[config.mk]
export PLATFORM = sky130hd
export DESIGN_NAME = sshift_unit
export DESIGN_NICKNAME = d
export VERILOG_FILES = /design/src/rtl/sshift_pkg.sv /design/src/rtl/sshift_prescaler.sv /design/src/rtl/sshift_edge_sync.sv /design/src/rtl/sshift_core.sv /design/src/rtl/sshift_unit.sv
export SDC_FILE = /design/constraint.sdc
export NUM_CORES = 1
export LEC_CHECK = 0
export BUFFER_PORTS_ARGS = -buffer_cell sky130_fd_sc_hd__buf_2
export CORE_MARGIN = 2
export CORE_UTILIZATION = 59
export DETAILED_ROUTE_END_ITERATION = 12
export HOLD_SLACK_MARGIN = 0.06
export MAX_ROUTING_LAYER = met4
export PLACE_DENSITY = 0.85
export SETUP_SLACK_MARGIN = 0.3
export SYNTH_ARGS = -nofsm -noshare
export SYNTH_HDL_FRONTEND = slang
export SYNTH_SLANG_ARGS = --single-unit
export TNS_END_PERCENT = 30
[constraint.sdc]
create_clock -name clk -period 6.7 [get_ports clk]
set_input_delay 0.67 -clock clk [delete_from_list [all_inputs] [get_ports clk]]
set_output_delay 0.67 -clock clk [all_outputs]
set_load 0.05 [all_outputs]
[src/rtl/sshift_pkg.sv]
// Shared constants and types for the serial shift interface.
package sshift_pkg;
    localparam int unsigned SS_DATA_W = 8;   // bits per transfer
    localparam int unsigned SS_SEL_W  = 4;   // prescaler tap select width
    localparam int unsigned SS_PRE_W  = 12;  // prescaler counter width

    typedef enum logic {
        CLK_INT = 1'b0,
        CLK_EXT = 1'b1
    } clk_src_e;
endpackage

[src/rtl/sshift_prescaler.sv]
// Free-running prescaler. Emits a one-cycle tick every 2^(sel+1) clocks and
// a square wave that toggles on each tick.
// Assumes sel <= PRE_W-1 and that sel is changed only while idle.
module sshift_prescaler #(
    parameter int unsigned PRE_W = 12,
    parameter int unsigned SEL_W = 4
) (
    input  logic             clk,
    input  logic             rst_n,
    input  logic [SEL_W-1:0] sel,
    output logic             tick,
    output logic             ckout
);
    logic [PRE_W-1:0] cnt_q;
    logic [PRE_W:0]   mask;
    logic [SEL_W:0]   shamt;

    // Tap mask: the low (sel+1) bits set.
    always_comb begin
        shamt = {1'b0, sel} + {{SEL_W{1'b0}}, 1'b1};
        mask  = ({{PRE_W{1'b0}}, 1'b1} << shamt) - {{PRE_W{1'b0}}, 1'b1};
        tick  = (({1'b0, cnt_q} & mask) == mask);
    end

    // Counter advance.
    always_ff @(posedge clk) begin
        if (!rst_n) cnt_q <= '0;
        else        cnt_q <= cnt_q + 1'b1;
    end

    // Divided square-wave output.
    always_ff @(posedge clk) begin
        if (!rst_n)    ckout <= 1'b0;
        else if (tick) ckout <= ~ckout;
    end

    // the divided clock never ticks on two consecutive cycles.
    a_r2_tick_spacing: assert property (@(posedge clk) disable iff (!rst_n)
        tick |=> !tick);
endmodule

[src/rtl/sshift_edge_sync.sv]
// Two-flop synchroniser for the external clock pin, plus edge detection in
// the system clock domain. The pin idles high, so all stages reset to 1.
module sshift_edge_sync (
    input  logic clk,
    input  logic rst_n,
    input  logic pin,
    output logic rise,
    output logic fall
);
    logic s1_q, s2_q, s3_q;

    // Synchroniser chain and history stage.
    always_ff @(posedge clk) begin
        if (!rst_n) begin
            s1_q <= 1'b1;
            s2_q <= 1'b1;
            s3_q <= 1'b1;
        end else begin
            s1_q <= pin;
            s2_q <= s1_q;
            s3_q <= s2_q;
        end
    end

    // Edge pulses from the synchronised level.
    always_comb begin
        rise = s2_q & ~s3_q;
        fall = ~s2_q & s3_q;
    end

    // a synchronised edge is one cycle wide.
    a_r7_edge_single: assert property (@(posedge clk) disable iff (!rst_n)
        (rise || fall) |=> !(rise || fall));
endmodule

[src/rtl/sshift_core.sv]
// Shift engine. Loads a byte, shifts in on rising-edge pulses, updates the
// output bit on falling-edge pulses, and flags completion after DATA_W bits.
// Assumes rise and fall are never high together and lsb_first is static.
module sshift_core #(
    parameter int unsigned DATA_W = 8
) (
    input  logic              clk,
    input  logic              rst_n,
    input  logic              lsb_first,
    input  logic              start,
    input  logic [DATA_W-1:0] tx_data,
    input  logic              rise,
    input  logic              fall,
    input  logic              din,
    output logic [DATA_W-1:0] shreg,
    output logic              dout,
    output logic              busy,
    output logic              done,
    output logic              irq
);
    localparam int unsigned CNT_W = $clog2(DATA_W + 1);
    localparam logic [CNT_W-1:0] LAST = CNT_W'(DATA_W - 1);

    logic [CNT_W-1:0] cnt_q;
    logic             accept;
    logic             head;

    // Accept a write only when idle; pick the bit that goes out next.
    always_comb begin
        accept = start & ~busy;
        head   = lsb_first ? shreg[0] : shreg[DATA_W-1];
    end

    // Load, shift, count and completion.
    always_ff @(posedge clk) begin
        if (!rst_n) begin
            shreg <= '0;
            cnt_q <= '0;
            busy  <= 1'b0;
            done  <= 1'b0;
            irq   <= 1'b0;
            dout  <= 1'b1;
        end else begin
            irq <= 1'b0;
            if (accept) begin
                shreg <= tx_data;
                cnt_q <= '0;
                busy  <= 1'b1;
                done  <= 1'b0;
                dout  <= lsb_first ? tx_data[0] : tx_data[DATA_W-1];
            end else if (busy) begin
                if (rise) begin
                    shreg <= lsb_first ? {din, shreg[DATA_W-1:1]}
                                       : {shreg[DATA_W-2:0], din};
                    cnt_q <= cnt_q + 1'b1;
                    if (cnt_q == LAST) begin
                        busy <= 1'b0;
                        done <= 1'b1;
                        irq  <= 1'b1;
                    end
                end else if (fall) begin
                    dout <= head;
                end
            end
        end
    end

    // the completion pulse lasts one cycle.
    a_r8_irq_one_cycle: assert property (@(posedge clk) disable iff (!rst_n)
        irq |=> !irq);
    // the pulse coincides with a set done flag and an idle engine.
    a_r8_irq_with_done: assert property (@(posedge clk) disable iff (!rst_n)
        irq |-> (done && !busy));
    // the bit count never passes the byte width.
    a_r8_cnt_bound: assert property (@(posedge clk) disable iff (!rst_n)
        cnt_q <= CNT_W'(DATA_W));
    // an accepted write clears done and starts the engine.
    a_r3_start_clears_done: assert property (@(posedge clk) disable iff (!rst_n)
        accept |=> (busy && !done));
endmodule

[src/rtl/sshift_unit.sv]
// Top level of the serial shift interface. Builds the internal shift clock
// from the prescaler, selects internal or synchronised external edges, and
// muxes the clock and data pins.
// Assumes cfg_* inputs change only while no transfer runs, and en stays high
// for the whole of a transfer.
module sshift_unit
    import sshift_pkg::*;
#(
    parameter int unsigned DATA_W = SS_DATA_W,
    parameter int unsigned SEL_W  = SS_SEL_W,
    parameter int unsigned PRE_W  = SS_PRE_W
) (
    input  logic              clk,
    input  logic              rst_n,
    input  logic              cfg_lsb_first,
    input  logic              cfg_half_duplex,
    input  logic [SEL_W-1:0]  cfg_div_sel,
    input  logic              en,
    input  logic              ext_sel,
    input  logic              wr_en,
    input  logic [DATA_W-1:0] wr_data,
    output logic [DATA_W-1:0] rd_data,
    output logic              done,
    output logic              irq,
    output logic              sdo_o,
    input  logic              sdio_i,
    output logic              sdio_o,
    output logic              sdio_oe,
    input  logic              sck_i,
    output logic              sck_o,
    output logic              sck_oe
);
    clk_src_e src;
    logic     tick, ckout;
    logic     ext_rise, ext_fall;
    logic     int_rise, int_fall;
    logic     sh_rise, sh_fall;
    logic     busy, dout, sck_int;

    sshift_prescaler #(.PRE_W(PRE_W), .SEL_W(SEL_W)) u_pre (
        .clk   (clk),
        .rst_n (rst_n),
        .sel   (cfg_div_sel),
        .tick  (tick),
        .ckout (ckout)
    );

    sshift_edge_sync u_sync (
        .clk   (clk),
        .rst_n (rst_n),
        .pin   (sck_i),
        .rise  (ext_rise),
        .fall  (ext_fall)
    );

    // Internal shift clock: toggles on prescaler ticks during a transfer.
    always_ff @(posedge clk) begin
        if (!rst_n)                        sck_int <= 1'b1;
        else if (!busy)                    sck_int <= 1'b1;
        else if (tick && src == CLK_INT)   sck_int <= ~sck_int;
    end

    // Edge selection between internal and external sources.
    always_comb begin
        src      = clk_src_e'(ext_sel);
        int_rise = tick & busy & ~sck_int;
        int_fall = tick & busy & sck_int;
        sh_rise  = (src == CLK_EXT) ? (ext_rise & busy) : int_rise;
        sh_fall  = (src == CLK_EXT) ? (ext_fall & busy) : int_fall;
    end

    sshift_core #(.DATA_W(DATA_W)) u_core (
        .clk       (clk),
        .rst_n     (rst_n),
        .lsb_first (cfg_lsb_first),
        .start     (wr_en & en),
        .tx_data   (wr_data),
        .rise      (sh_rise),
        .fall      (sh_fall),
        .din       (sdio_i),
        .shreg     (rd_data),
        .dout      (dout),
        .busy      (busy),
        .done      (done),
        .irq       (irq)
    );

    // Pin muxing for clock and data lines.
    always_comb begin
        sck_oe  = ~en | (src == CLK_INT);
        sck_o   = en ? sck_int : ckout;
        sdo_o   = cfg_half_duplex ? 1'b1 : dout;
        sdio_o  = dout;
        sdio_oe = cfg_half_duplex & busy;
    end

    // the internal shift clock rests high whenever no transfer runs.
    a_r6_int_clk_idle_high: assert property (@(posedge clk) disable iff (!rst_n)
        !busy |-> sck_int);
    // internal rising and falling edges never coincide.
    a_r5_edges_exclusive: assert property (@(posedge clk) disable iff (!rst_n)
        !(sh_rise && sh_fall));
endmodule

**Word-level counts from Yosys, hierarchy flattened**

Index checks and enable logic that the tools add are counted.

- Input bits: 21
- Bits in registers: 33
- Output and inout port bits: 15
- Logic and storage cells: 71

- Shift operators: 1
- Eq/ne operators: 3
- Reduce and logical (&&, ||, !) cells: 11
- Bitwise gates (word level): 21
- Mux-type cells: 19
- Add/sub/neg operators: 4

Operators by type and width:

| kind | count |
|---|---|
| two-way mux 8 bit | 4 |
| two-way mux 1 bit | 15 |
| AND 12 x 13 -> 13 bit | 1 |
| == test 13 bit | 1 |
| << shifter 1 x 5 -> 13 bit, first input constant | 1 |
| subtractor 13 x 1 -> 13 bit, second input constant | 1 |
| adder 12 x 1 -> 12 bit, second input constant | 1 |
| AND 1 bit | 10 |
| inverter 1 bit | 9 |
| AND reduction 2 bit | 3 |
| AND reduction 3 bit | 2 |
| nonzero test 2 bit | 3 |
| adder 4 x 1 -> 5 bit, second input constant | 1 |
| adder 4 x 1 -> 4 bit, second input constant | 1 |
| == test 4 x 3 -> 1 bit, second input constant | 1 |
| OR reduction 4 bit | 1 |
| != test 2 x 1 -> 1 bit, second input constant | 1 |
| OR reduction 2 bit | 1 |
| logical AND 1 bit | 1 |
| bitwise OR 1 bit | 1 |

**Depth between registers and ports, before layout**

- Word-level depth: 12
- Mapped depth: 12
- Gate-level depth less buffers: 9

**Cells and area by module**

Synthesis repeated with hierarchy kept, for this count alone.

- Cells, all modules: 201
- Area, all modules: 1830.5 µm²

Modules (own cells, without submodules):

| module | cells an instance | seq. area each (µm²) | area an instance (µm²) | times used |
|---|---|---|---|---|
| sshift_prescaler | 101 | 260.2 | 850.8 | 1 |
| sshift_core | 78 | 320.3 | 780.7 | 1 |
| sshift_unit | 14 | 20.0 | 107.6 | 1 |
| sshift_edge_sync | 8 | 60.1 | 91.3 | 1 |

**Least setup slack after synthesis**

Ideal clock, no wire load.

- Path type: input port to flip-flop
- Start point: input port cfg_div_sel[1]
- End point: register u_core.cnt_q[3]
- Path buffers: 2
- Data arrival time: 3.592 ns
- Data required time: 6.630 ns
- Stages: 10
- Library setup time: 0.070 ns
- Setup slack: 3.038 ns
- Cell sequence: clkbuf_1 or4_1 ha_1 clkbuf_1 nor3b_1 or4_1 or4_4 o31a_1 or3_1 a21oi_1

- Cells in the longest elaborated chain, start to end: 9

RTL lines:

| element | line | text |
|---|---|---|
| start: declaration | sshift_unit.sv:17 | `input logic [SEL_W-1:0] cfg_div_sel,` |
| adder 4 x 1 -> 5 bit (*) | sshift_prescaler.sv:20 | `shamt = {1'b0, sel} + {{SEL_W{1'b0}}, 1'b1};` |
| << shifter 1 x 5 -> 13 bit (*) | sshift_prescaler.sv:21 | `mask = ({{PRE_W{1'b0}}, 1'b1} << shamt) - {{PRE_W{1'b0}}, 1'b1};` |
| subtractor 13 x 1 -> 13 bit (*) | sshift_prescaler.sv:21 |  |
| AND 12 x 13 -> 13 bit | sshift_prescaler.sv:22 | `tick = (({1'b0, cnt_q} & mask) == mask);` |
| == test 13 bit (*) | sshift_prescaler.sv:22 |  |
| AND 1 bit (*) (2 in series) | sshift_unit.sv:66 | `int_rise = tick & busy & ~sck_int;` |
| two-way mux 1 bit (*) | sshift_unit.sv:68 | `sh_rise = (src == CLK_EXT) ? (ext_rise & busy) : int_rise;` |
| AND reduction 2 bit (no source line) (*) | n/a |  |
| end signal: assignment | sshift_core.sv:55 | `cnt_q <= cnt_q + 1'b1;` |
| end: declaration | sshift_core.sv:24 | `logic [CNT_W-1:0] cnt_q;` |

Every way passes the cells marked *; elsewhere a longest branch is shown, timed or not.
A chain may end at the register's enable or synchronous reset.

**Worst setup path after layout**

Same ends and word-level chain as after synthesis.

==> results.json <==
{
  "run_status": "finished, final reports clean",
  "fp.dieW_um": 60.3,
  "gp_congestion": 0.875,
  "ys_seq_area_share_pct": 35.3,
  "antenna_found_initial": 0,
  "track_usage_pct": 24.9,
  "max_slew_margin_pct": 44.8,
  "synth-seq-cells": 33,
  "period_share_pct": 55.4,
  "cts_setup_buffers": 0,
  "period_needed_ps": 3710,
  "clk_latency_ps": 340,
  "maxCapViolCount": 0,
  "fmax_mhz": 269,
  "clkTransAtPathRegs_ps": 110,
  "endpoint_kind": "flip-flop",
  "fin_util_pct": 68.6,
  "synthesis.instances": 223,
  "synthDistinctLibCells": 45,
  "final_layout_size_suffix_gt1_share_pct": 20.2,
  "antenna_cells": 0,
  "drc": 0,
  "synth_xor_area_share_pct": 6.09,
  "dp_slack_ps": 2670,
  "layout.nets": 271,
  "synthAdderAreaFrac_pct": 2.01,
  "coreArea_um2": 3030,
  "hold-worst-slack_ps": 424,
  "grt_pass1_wl_um": 6540,
  "startpoint_type": "primary input",
  "dr.pass1.iters": 4,
  "design_area_um2": 2080,
  "synthMuxAreaShare_pct": 2.88,
  "placed_cell_area_um2": 2020,
  "rsz0062_at_grt": "false",
  "portBuffers": 35,
  "hold_path_class": "reg2reg",
  "async_flop_share_pct": 0,
  "crit_start": "cfg_div_sel[1]",
  "grt_util_met1_pct": 32.3,
  "ctsLongestPathBuffers": 2,
  "min_from": "u_sync.s1_q$_SDFF_PN1_",
  "avgSynthCellArea_um2": 8.39,
  "power_leakage_nw": 0.799,
  "use_met2_pct": 37.7,
  "drtIter0Drc": 126,
  "synthesis.area_um2": 1870,
  "largest_reg_flops": 12,
  "routed_wl_um": 3890,
  "synth-edff-count": 0,
  "dieArea_um2": 3640,
  "synth.area.top_cells": "dfxtp_1 35%, nand3_1 5.6%, xnor2_1 4.7%, o2111ai_1 4.2%, and2_1 4.0%",
  "viasPerCell": 5.76,
  "clock_skew_ps": 10.2,
  "cts_tree": "done",
  "overflow": 0,
  "nFillCells": 265,
  "critPathKind": "in2reg",
  "yosys.area_share.simple_pct": 32.6,
  "cts_hold_buf": 0,
  "tns_ps": 0,
  "h-tree-depth": 2,
  "yosys.area.top_type": "dfxtp_1",
  "busiest_layer": "met2",
  "tightest_slew_ps": 828,
  "die_h_um": 60.3,
  "path_max_fanout": 23,
  "grt_max_degree": 47,
  "globalRouteMet3Util_pct": 5.84,
  "cts_made_buffers": 5,
  "synth_ff_type": "dfxtp_1",
  "drtAntennaViolNets": 0,
  "setup_viol": 0,
  "ios": 36,
  "dpl.hpwl_um": 2730,
  "rr_startpoint": "u_pre.cnt_q[5]$_SDFF_PN0_",
  "syn-num-nets": 247,
  "p_per_area_nw_per_um2": 185,
  "areaGrowthSynthToFinish_pct": 11.0,
  "cts_num_sinks": 33,
  "cts-resized-gates": 0,
  "top_regs": "u_pre.cnt_q x12, u_core.shreg x8, u_core.cnt_q x4",
  "synth_compound_area_share_pct": 16.1,
  "worst_ep_required_time_ps": 6970,
  "start_util_pct": 61.8,
  "grt_pass1_vias": 1418,
  "cts_root_buffer": "clkbuf_4",
  "regMostFlops": "u_pre.cnt_q",
  "synth_top_area_share_pct": 35.3,
  "vias": 1681,
  "hold_viol_final": 0,
  "wl_per_cell_um": 13.3,
  "worst_slack_ps": 2990,
  "ir_drop_mv": 0.125,
  "placementRows": 20,
  "synth_top_family_by_area": "simple AND/OR/NAND/NOR gates",
  "crit_arrival_ps": 3980,
  "yosys_warnings": 0,
  "final_max_slew_viol_count": 0
}
## cell families (layout without fill, tap and decap cells)
group / after synthesis / count (layout)
buffers and inverters: 21 / 46
AND/OR/NAND/NOR: 106 / 106
AO/OA/AOI/OAI: 42 / 42
XOR/XNOR: 13 / 13
flip-flops: 33 / 33
other: 1 / 1
adder cells (fa/ha/maj): 3 / 3
multiplexers: 4 / 4
## placed cells by master (no fill, tap or decap), types with 3 or more instances in the layout
cell	synthesis	routed
buf_2	3	35
dfxtp_1	33	33
nand3_1	21	21
nand2_1	12	12
and2_1	12	12
nor2_1	11	11
nand2b_1	11	11
xnor2_1	10	10
o2111ai_1	9	9
o211ai_1	9	9
o21ai_0	8	8
nand4_1	8	8
a21oi_1	5	5
clkbuf_4	0	5
and3_1	4	4
nor2b_1	4	4
or3_1	3	3
nor4b_1	3	3
inv_1	3	3
nor3b_1	3	3
nor3_1	3	3
xor2_1	3	3
ha_1	3	3
## per-layer routing
| layer | wire, um | vias to the layer above | part of all wire (%) |
|---|---|---|---|
| met5 | 0 | - | 0 |
| met4 | 65 | 0 | 1.7 |
| met3 | 216 | 6 | 5.6 |
| met2 | 1840 | 45 | 47 |
| met1 | 1770 | 767 | 45 |
| li1 | - | 863 | - |
## Yosys cell counts, types with 3 or more instances
cell       number
nand4_1         8
inv_1           3
o21ai_0         8
nand2_1        12
nor2_1         11
and3_1          4
o2111ai_1       9
nand3_1        21
o211ai_1        9
nor2b_1         4
buf_2           3
nor3b_1         3
nor4b_1         3
xor2_1          3
nand2b_1       11
dfxtp_1        33
ha_1            3
xnor2_1        10
nor3_1          3
buf_1           3
or3_1           3
clkbuf_1       11
and2_1         12
a21oi_1         5
## worst max-delay path, cell delays in order
cell     delay [ps]
buf_2           170
or4_1           540
ha_1            320
nor3b_1         180
or4_1           500
or4_4           440
o31a_1          580
or3_1           440
a21oi_1         140
## final cells by class
class	count	area, um^2	share of cell area [%]
multi-input cells	169	1120	53.9
clock buffers	5	37.5	1.81
inverters	3	11.3	0.542
repair buffers	35	175	8.43
well taps	44	55.1	2.65
flip-flops and latches	33	661	31.8
clock inverters	3	17.5	0.843
## path summary, 6_finish.rpt
| path | endpoint | slack [ps] | depth (start not counted) |
|---|---|---|---|
| max | u_core.cnt_q[3]$_SDFFE_PP0P_ | 2990 | 9 |
| min | u_sync.s2_q$_SDFF_PN1_ | 420 | 1 |
| max reg2reg | u_core.cnt_q[3]$_SDFFE_PP0P_ | 3980 | 6 |
| min reg2reg | u_sync.s2_q$_SDFF_PN1_ | 420 | 1 |
## where the power goes
group | total [W] | internal [W] | switching [W]
logic | 0.0000661 | 0.0000232 | 0.0000430
registers | 0.000209 | 0.000202 | 0.00000656
clock network | 0.000109 | 0.0000395 | 0.0000692
## metrics by stage
step                total power [W]  cells
floorplan                  0.000262    223
global placement           0.000278    284
detailed placement         0.000279    284
CTS                        0.000386    292
global route               0.000403    292
finish                     0.000384    292
Power figures use the tool's default switching activity.
